==> src/rtl/icu_pkg.sv <==
`timescale 1ns/1ps
// Package: shared register codes and select-word flag positions for the
// interrupt cause unit. Assumes a 3-bit register address.
package icu_pkg;
    localparam int ICU_ADDR_W   = 3;
    localparam int SEL_HI_FLAG  = 30;   // high half alone pending
    localparam int SEL_BOTH_FLAG = 31;  // both halves pending

    typedef enum logic [ICU_ADDR_W-1:0] {
        ICU_CAUSE_LO = 3'd0,
        ICU_CAUSE_HI = 3'd1,
        ICU_MASK_LO  = 3'd2,
        ICU_MASK_HI  = 3'd3,
        ICU_SELECT   = 3'd4
    } icu_reg_e;
endpackage

==> src/rtl/icu_cause_capture.sv <==
`timescale 1ns/1ps
// Module: icu_cause_capture
// Registers the source levels into the cause vector once per clock.
// Positions flagged in RSVD_MASK are tied to zero and carry no flop.
// Assumes the source levels are already synchronous to clk.
module icu_cause_capture #(
    parameter int          WORD_W    = 32,
    parameter logic [63:0] RSVD_MASK = 64'hE0F80008_E0000000
) (
    input  logic                clk,
    input  logic                rst_n,
    input  logic [2*WORD_W-1:0] src_lvl,
    output logic [2*WORD_W-1:0] cause_q
);
    localparam int SRC_W = 2 * WORD_W;

    for (genvar i = 0; i < SRC_W; i++) begin : g_bit
        if (RSVD_MASK[i]) begin : g_tied
            assign cause_q[i] = 1'b0;
        end else begin : g_live
            logic bit_q;
            // Capture one source level per clock.
            always_ff @(posedge clk) begin
                if (!rst_n) bit_q <= 1'b0;
                else        bit_q <= src_lvl[i];
            end
            assign cause_q[i] = bit_q;
        end
    end
endmodule

==> src/rtl/icu_mask_regs.sv <==
`timescale 1ns/1ps
// Module: icu_mask_regs
// Holds the CPU mask as two independently written halves.
// Assumes at most one half-select is high per write.
module icu_mask_regs #(
    parameter int WORD_W = 32
) (
    input  logic                clk,
    input  logic                rst_n,
    input  logic                wr_en,
    input  logic [1:0]          half_sel,
    input  logic [WORD_W-1:0]   wr_data,
    output logic [2*WORD_W-1:0] mask_q
);
    for (genvar h = 0; h < 2; h++) begin : g_half
        logic [WORD_W-1:0] half_q;
        // Load this half only when it is the addressed one.
        always_ff @(posedge clk) begin
            if (!rst_n)                   half_q <= '0;
            else if (wr_en && half_sel[h]) half_q <= wr_data;
        end
        assign mask_q[h*WORD_W +: WORD_W] = half_q;
    end
endmodule

==> src/rtl/icu_read_mux.sv <==
`timescale 1ns/1ps
// Module: icu_read_mux
// Combinational read decode, including the select-word rule.
// The select-word flags sit at bits 30 and 31, so WORD_W must be at least 32.
module icu_read_mux
    import icu_pkg::*;
#(
    parameter int WORD_W = 32
) (
    input  logic [ICU_ADDR_W-1:0] reg_addr,
    input  logic [2*WORD_W-1:0]   cause_q,
    input  logic [2*WORD_W-1:0]   mask_q,
    output logic [WORD_W-1:0]     rd_word
);
    logic [2*WORD_W-1:0] pend;
    logic                lo_pend;
    logic                hi_pend;
    logic [WORD_W-1:0]   sel_word;

    assign pend    = cause_q & mask_q;
    assign lo_pend = |pend[WORD_W-1:0];
    assign hi_pend = |pend[2*WORD_W-1:WORD_W];

    // Select word: choose the half that holds pending masked sources.
    always_comb begin
        sel_word = cause_q[WORD_W-1:0];
        if (hi_pend && !lo_pend) begin
            sel_word = cause_q[2*WORD_W-1:WORD_W];
            sel_word[SEL_HI_FLAG] = 1'b1;
        end else if (hi_pend && lo_pend) begin
            sel_word[SEL_BOTH_FLAG] = 1'b1;
        end
    end

    // Address decode for reads; unused codes return zero.
    always_comb begin
        case (icu_reg_e'(reg_addr))
            ICU_CAUSE_LO: rd_word = cause_q[WORD_W-1:0];
            ICU_CAUSE_HI: rd_word = cause_q[2*WORD_W-1:WORD_W];
            ICU_MASK_LO:  rd_word = mask_q[WORD_W-1:0];
            ICU_MASK_HI:  rd_word = mask_q[2*WORD_W-1:WORD_W];
            ICU_SELECT:   rd_word = sel_word;
            default:      rd_word = '0;
        endcase
    end
endmodule

==> src/rtl/irq_cause_unit.sv <==
`timescale 1ns/1ps
// Module: irq_cause_unit (top)
// 64-source cause vector, split CPU mask, registered interrupt line and
// registered read data. Cause is read-only from the register port.
// Assumes single-cycle read/write strobes with a stable address.
module irq_cause_unit
    import icu_pkg::*;
#(
    parameter int          WORD_W    = 32,
    parameter logic [63:0] RSVD_MASK = 64'hE0F80008_E0000000
) (
    input  logic                  clk,
    input  logic                  rst_n,
    input  logic [2*WORD_W-1:0]   src_lvl,
    input  logic                  wr_en,
    input  logic                  rd_en,
    input  logic [ICU_ADDR_W-1:0] reg_addr,
    input  logic [WORD_W-1:0]     wr_data,
    output logic [WORD_W-1:0]     rd_data,
    output logic                  cpu_irq
);
    logic [2*WORD_W-1:0] cause_q;
    logic [2*WORD_W-1:0] mask_q;
    logic [1:0]          mask_sel;
    logic [WORD_W-1:0]   rd_word;

    assign mask_sel[0] = (icu_reg_e'(reg_addr) == ICU_MASK_LO);
    assign mask_sel[1] = (icu_reg_e'(reg_addr) == ICU_MASK_HI);

    icu_cause_capture #(.WORD_W(WORD_W), .RSVD_MASK(RSVD_MASK)) u_cause (
        .clk(clk), .rst_n(rst_n), .src_lvl(src_lvl), .cause_q(cause_q)
    );

    icu_mask_regs #(.WORD_W(WORD_W)) u_mask (
        .clk(clk), .rst_n(rst_n), .wr_en(wr_en), .half_sel(mask_sel),
        .wr_data(wr_data), .mask_q(mask_q)
    );

    icu_read_mux #(.WORD_W(WORD_W)) u_rmux (
        .reg_addr(reg_addr), .cause_q(cause_q), .mask_q(mask_q),
        .rd_word(rd_word)
    );

    // Register the OR of all masked pending causes onto the CPU line.
    always_ff @(posedge clk) begin
        if (!rst_n) cpu_irq <= 1'b0;
        else        cpu_irq <= |(cause_q & mask_q);
    end

    // Latch read data on a read strobe; hold it otherwise.
    always_ff @(posedge clk) begin
        if (!rst_n)     rd_data <= '0;
        else if (rd_en) rd_data <= rd_word;
    end
endmodule

==> config.mk <==
export PLATFORM = sky130hd
export DESIGN_NAME = irq_cause_unit
export DESIGN_NICKNAME = d
export VERILOG_FILES = /design/src/rtl/icu_pkg.sv /design/src/rtl/icu_cause_capture.sv /design/src/rtl/icu_mask_regs.sv /design/src/rtl/icu_read_mux.sv /design/src/rtl/irq_cause_unit.sv
export SDC_FILE = /design/constraint.sdc
export NUM_CORES = 1
export LEC_CHECK = 0
export BUFFER_PORTS_ARGS = -buffer_cell sky130_fd_sc_hd__buf_2
export CORE_AREA = 2 2 97 146
export DETAILED_ROUTE_END_ITERATION = 6
export DIE_AREA = 0 0 99 148
export HOLD_SLACK_MARGIN = 0.06
export PLACE_DENSITY_LB_ADDON = 0.1
export SLEW_MARGIN = 20
export SYNTH_ARGS = -nofsm -noshare
export SYNTH_HDL_FRONTEND = slang
export SYNTH_SLANG_ARGS = --single-unit
export TNS_END_PERCENT = 50
==> constraint.sdc <==
create_clock -name clk -period 1.9 [get_ports clk]
set_input_delay 0.19 -clock clk [delete_from_list [all_inputs] [get_ports clk]]
set_output_delay 0.19 -clock clk [all_outputs]
set_load 0.01 [all_outputs]
==> results of run 1 <==
[where the power goes]
part / total (uW) / internal, uW / switching [uW]
Combinational: 886 / 471 / 416
Clock: 3430 / 2110 / 1320
Sequential: 3310 / 3230 / 81.2
[stage by stage]
step	util (%)	instances	hold slack [ps]	setup TNS, ps
floorplan	-	711	317	0
global placement	57.8	1026	395	-4110
detailed placement	57.8	1026	399	-5410
CTS	69.2	1138	62.2	-649
global route	69.6	1139	66.2	-3630
finish	69.6	1140	69.2	-1490
[registers in the layout, summed over array words and instances (netlist names)]
name and flops:
u_mask.g_half.half_q 64, u_cause.g_bit.g_live.bit_q 52, cpu_irq 1, rd_data 32
[critical path: cells and delay by family, from the launching register on]
kind / cells / cell delay [ps]
flip-flops: 1 / 330
buffers and inverters: 3 / 430
AO/OA/AOI/OAI: 3 / 680
AND/OR/NAND/NOR: 4 / 510
[kinds of logic after synthesis]
| kind of cell | after synthesis |
|---|---|
| flops | 149 |
| mux | 32 |
| compound gates | 201 |
| simple gates | 277 |
| buf+inv | 52 |
[metal layers]
| layer | wire (um) | share of wire, % | track usage, % | up-vias |
|---|---|---|---|---|
| met4 | 930 | 4.4 | 14.8 | 0 |
| met3 | 1070 | 5.0 | 4.02 | 52 |
| li1 | - | - | - | 2975 |
| met2 | 11100 | 52 | 51.6 | 243 |
| met1 | 8120 | 38 | 32.9 | 3003 |
| met5 | 0 | 0 | 0 | - |
[placed cells by master, fill, tap and decap left out, types with 24 or more instances in the layout]
master         instances
a21boi_0              68
a22oi_1               37
and2_1                52
buf_2                122
buf_4                 75
dfxtp_1              146
dlygate4sd3_1         78
mux2_2                24
nand2_1              138
nor2b_1               24
o21ai_0               41
[worst paths after layout]
path	to	cells after the start	startpoint	slack, ps
worst max-delay path	rd_data[28]	10	u_cause.g_bit[2].g_live.bit_q	-120
worst min-delay path	u_mask.g_half[1].half_q[6]	3	wr_data[6]	70
worst max register to register	rd_data[28]	10	u_cause.g_bit[2].g_live.bit_q	-120
worst min register to register	u_mask.g_half[1].half_q[20]	2	u_mask.g_half[1].half_q[20]	460
[repair_timing]
| item | CTS | global route |
|---|---|---|
| endpoints found under the setup margin | 31 | 30 |
| hold buffers | 78 | 0 |
| pin swaps | 26 | 16 |
| gates resized for setup | 22 | 9 |
| hold endpoints to repair | 101 | 0 |
| gates cloned | 1 | 0 |
| buffers inserted | 1 | 1 |
[layout make-up]
cell class,count,share of cell area (%)
diodes,1,0.0269
multi-input cells,510,35.9
clock buffers,21,4.85
well taps,162,2.18
flip-flops and latches,149,32.2
clock inverters,11,1.60
repair buffers,286,23.2
==> results.txt, run 1 <==
Summing internal, switching and leakage power gives approximately 7600 uW. The number of DRC markers in iteration 0 came out at roughly 370. After synthesis the cells add up to 6420 sq um.

The post-synthesis share of cell area spent on full adders, half adders and majority gates came out at 0%. Detailed placement finished with a half-perimeter wire length of 14,200 um. The part of the Yosys area used for sequential elements is 46.4%. In the routed layout, each cell is associated on average with a via count of 5.50. The checks that failed: setup timing.

After synthesis, the largest family of logic cells by area is compound AO/OA/AOI/OAI gates. Setup repair after global routing could not meet its margin everywhere. Max-cap violations in this run came to 0. The tree is rooted in a clkbuf_16. The area share of and/or/nand/nor cells after synthesis came out at 21.4%.

The global-route wire length before repair came out at 32,700 um. The async set-reset flop share out of synthesis is 0%. The remaining global-route overflow came out at 0. The max-slew violation count is 0. The static power due to leakage came out at 0.00373 uW. The critical path goes through a22oi_2 -> buf_4 -> nand4_1 -> nor2_4 -> nand2_4 -> o31ai_4 -> buf_12 -> buf_12 -> nand3b_1 -> a21oi_2.

The worst clock skew came out at 11.4 ps. The clock drives about 150 sinks. The biggest area contributor in the post-synthesis netlist is dfxtp_1. At the end of routability-driven placement, the weighted congestion stood at roughly 0.87. On the worst path, the slowest cell contributes a delay of around 330 ps. The final period demand of the worst path is 2020 ps. The full die area is 14,700 sq um. The part of the cycle the worst path needs came out at 106%.

Counting stages on the worst path, the most repeated cell is buf_12. TritonCTS built the clock tree. The clock-pin slew of the registers on the worst-case setup and hold paths came out at 60 ps. By instance count, the leading cell after synthesis is dfxtp_1. The synthesized netlist devotes 23.1% of its cell area to compound gates. The horizontal die dimension came out at approximately 99 um. The critical path is of the flop to flop type. Counting the buffers created by CTS gives 17. Counting flops with a built-in enable in the synthesized netlist gives 0. No sink is reached through more buffers than the 2 on the longest clock path. The area of the multi-input gates is 3340 sq um. The number of cells produced by synthesis came out at 711.

The area growth from synthesis to layout came out at 44.6%. The proportion of synthesized area in mux cells came out at 5.45%. Counting every net in the synthesized netlist gives 814. Headroom to the max-slew limit came out at 47.0%. The highest achievable clock rate is between 400 and 500 MHz. The maximum number of pins on one net before global-route repair is between 60 and 70.

The total core area is around 13,000 sq um. The count of buffers added on input and output ports is 123. The worst min-delay path class is primary input to flop. The detail route stage leaves a number of antenna-violating nets equal to 0. The site row count is 52. The initial antenna violation count is 0. After the last flow step, the layout net total stands at about 1,100. The critical path arrival came out at 2370 ps.

The clock latency on the worst-skew pair is between 400 and 500 ps. The placed cell area came out at 7710 sq um. The count of yosys warnings during synthesis is 0.

The register area came out at 2990 sq um. Once the floorplan was initialized, standard cells occupied approximately half of the core. The count of vias placed by the detailed router came out at 6,273.

Averaged over all synthesized cells, the footprint is approximately 9 sq um. The count of unique library cells instantiated by Yosys came out at about 40. CTS built an H-tree with a depth of 4. 136 I/O pins were placed. The total routing resource utilization after global routing is 28.8%. The post-layout worst setup margin is -116 ps. The worst setup timing slack at the placement stage came out at -261 ps. By area the synthesized netlist is led by dfxtp_1 (46%), nand2_1 (8.1%), a21boi_0 (7.9%). The endpoint required time on the critical path is around 2300 ps.

The worst IR drop on VDD came out at 499 uV. Among all stages on the critical path, the largest delay is contributed by dfxtp_2. The via count of the first global-routing pass came out at roughly 6,300. The first detailed-routing pass took 5 iterations. The cell area power density is 821 nW/um^2.

After detailed routing, the average wire length per cell comes to ~19 um. The total wire length came out at 21,300 um. For this run, the leading register cell type out of synthesis is dfxtp_1. The type of origin of the critical path is a flop. The register bit total from synthesis is 149. The post-route cell area came out at 9290 sq um.

Counting the fill cells in the layout gives 1,049. Of the cells placed in the final design, the portion with a size suffix greater than 1 is 31.0%. The commonest cells after synthesis are dfxtp_1 (149), nand2_1 (138), a21boi_0 (68). The worst setup path is captured at a flop. The largest fanout of any net on the critical path came out at 7. The total count of hold-check failures in the final report came to 0. At the pin with the least slew margin, the transition time is 795 ps. The area share of the largest cell type after synthesis is 46.4%. The run finished, with violations left. The area share of xor/xnor cells in the synthesized design is 0%. The die boundary height is around 150 um. Setup violations remaining at the end of the flow were counted as 22. The final routed DRC violation total is 0.
(Power assumes the default switching activity.)
==> inputs of run 2 (changes only) <==
Settings changed: MAX_ROUTING_LAYER set to met4.
==> results.txt, run 2 (synthesized netlist as in run 1, its figures left out) <==
The final routed DRC violation total is 0. The most critical setup path has its startpoint at u_cause.g_bit[2].g_live.bit_q. The total met2 wirelength after detailed routing is 11,200 um. Dividing the detail-routed wire length by the instance count gives between 15 and 20 um. Once the floorplan was initialized, standard cells occupied roughly 48% of the core. The final layout contains routed wiring with a total length of 21,300 um.

In this run the tightest slew margin relative to its limit is 47.8%. The highest achievable clock rate is 497 MHz. The via count of the first global-routing pass came out at 6,269. The number of buffers on the longest clock path came out at 2.

The largest fanout of any net on the critical path is 7. The final period demand of the worst path is 2010 ps. The via density per instance is 5.49. The flow ran to the end, but the final reports show violations. Setup slack on the worst reg-to-reg path comes out at -110 ps. The clock-pin slew of the registers on the worst-case setup and hold paths came out at about 60 ps. The global-route wire length before repair came out at 32,800 um.

The wire length the detailed router placed on met1 is 8360 um. The remaining global-route overflow came out at 0. In this run the static leakage power is between 0.003 and 0.004 uW. After layout, the worst setup slack is -111 ps. The number of top-level pins is around 140.

The tightest min-delay check is of the primary input to flop type. The max-slew violation count is 0. The HPWL after detailed placement is 14,200 um.

In this run the most critical hold path is launched from wr_data[6]. The maximum number of pins on one net before global-route repair came out at 61. In this run the top signal layer used is met4. The final-stage net count came out at 1,067. The total count of hold-check failures in the final report is 0. The total length of routed met3 wires is between 800 and 900 um. Leaving out fill and tap cells, the most frequent cells in the layout are dfxtp_1 (146), nand2_1 (138), buf_2 (122). The number of sinks driven by the clock tree came out at 149. The die covers 14,700 sq um.

For this run, the share of the core covered by cells in the final layout is 69.6%. After floorplanning, the core was divided into 52 placement rows. The library cell used as clock root buffer is clkbuf_16. The initial antenna violation count came out at 0.

The number of DRC markers in iteration 0 is 397. The clock latency on the worst-skew pair is 420 ps. The type of origin of the critical path is a flop. The horizontal die dimension is 99 um.

TritonCTS built the clock tree. Routability-driven placement finished with a final weighted congestion of about 0.88. The total CTS buffers came out at 17. The worst hold path was traced through 3 stages. The part of the cycle the worst path needs is 106%. Setup repair after global routing could not meet its margin everywhere. The total routing resource utilization after global routing is roughly 30%. The H-tree depth is 4. The startpoint of the worst register-to-register path is u_cause.g_bit[2].g_live.bit_q. More flip-flops sit in one register than any other, and that register is u_mask.g_half.half_q. Across the routed clock network, the largest skew measured is 10.6 ps. The largest registers in the layout are u_mask.g_half.half_q x64, u_cause.g_bit.g_live.bit_q x52, rd_data x32.

The die boundary height is 148 um. The critical path arrival came out at 2370 ps. The commonest non-fill, non-tap cell in the layout is dfxtp_1. The register with the most flip-flops in the layout has 64 of them. The total core area came out at 13,300 sq um.

STA puts the critical path data required time at 2260 ps. The element type at the critical path end is a flop. During placement, the flow inserted port buffers numbering 123. The number of cell instances on the worst register-to-register path came out at 10. The share of cells above drive strength 1 is a little under a third. In this run the remaining antenna-violating nets after routing total 0. The count of vias placed by the detailed router is 6,255. The overall power consumption is 7620 uW. The number of detailed-routing iterations run before antenna repair is 5. At the pin with the least slew margin, the transition time is 783 ps. The worst IR drop on VDD came out at 498 uV.

The final reports fail on setup timing. The max capacitance violation total is 0. The area growth from synthesis to layout is 44.6%. Summed over all failing endpoints, the final setup total negative slack is -1380 ps. The setup path with the least slack is of type flop to flop. Setup violations remaining at the end of the flow were counted as 22. The cell area power density is 820 nW/um^2.
## run 2: report_power, final
group          internal, uW  switching (uW)
clock network          2110            1310
registers              3230            81.4
logic                   471             417
## run 2: final timing paths
check | endpoint
setup / recovery | rd_data[28]
hold / removal | u_mask.g_half[1].half_q[6]
setup reg to reg | rd_data[28]
hold reg to reg | u_mask.g_half[1].half_q[20]
## run 2: final cells by class
class / count / area (sq um)
antenna: 1 / 2.50
clock buffer: 21 / 450
clock inverter: 11 / 149
fill: 1049 / 4050
multi-input combinational: 510 / 3340
sequential: 149 / 2990
tap: 162 / 203
timing repair buffer: 286 / 2160
## run 2: worst max-delay path, stage by stage, from the launching register on
cell	delay, ps
dfxtp_2	330
a22oi_2	280
buf_4	160
nand4_1	120
nor2_4	180
nand2_4	80
o31ai_4	250
buf_12	160
buf_12	110
nand3b_1	130
a21oi_2	150
## run 2: per-layer routing
metal  vias to the layer above  GRT usage, %
li1                       2979             -
met1                      2998          33.4
met2                       229          51.2
met3                        49          3.78
met4                         0          15.0
met5                         -             -
## run 2: timing repair
item | 4_1_cts | 5_1_grt
endpoints found under the hold margin | 101 | 0
resized for setup | 22 | 9
pin swaps | 26 | 15
hold buffers | 78 | 0
gates cloned | 1 | 0
setup buffers | 1 | 1
setup endpoints to repair | 31 | 30
## run 2: stage by stage
step / instances / instance area [sq um] / hold slack [ps] / worst slack, ps
after floorplan: 711 / 6420 / 317 / 113
after global placement: 1026 / 7710 / 395 / -216
after detailed placement: 1026 / 7710 / 399 / -261
after CTS: 1138 / 9220 / 62.2 / -76.3
after global routing: 1139 / 9290 / 66.2 / -171
final: 1140 / 9290 / 73.2 / -111
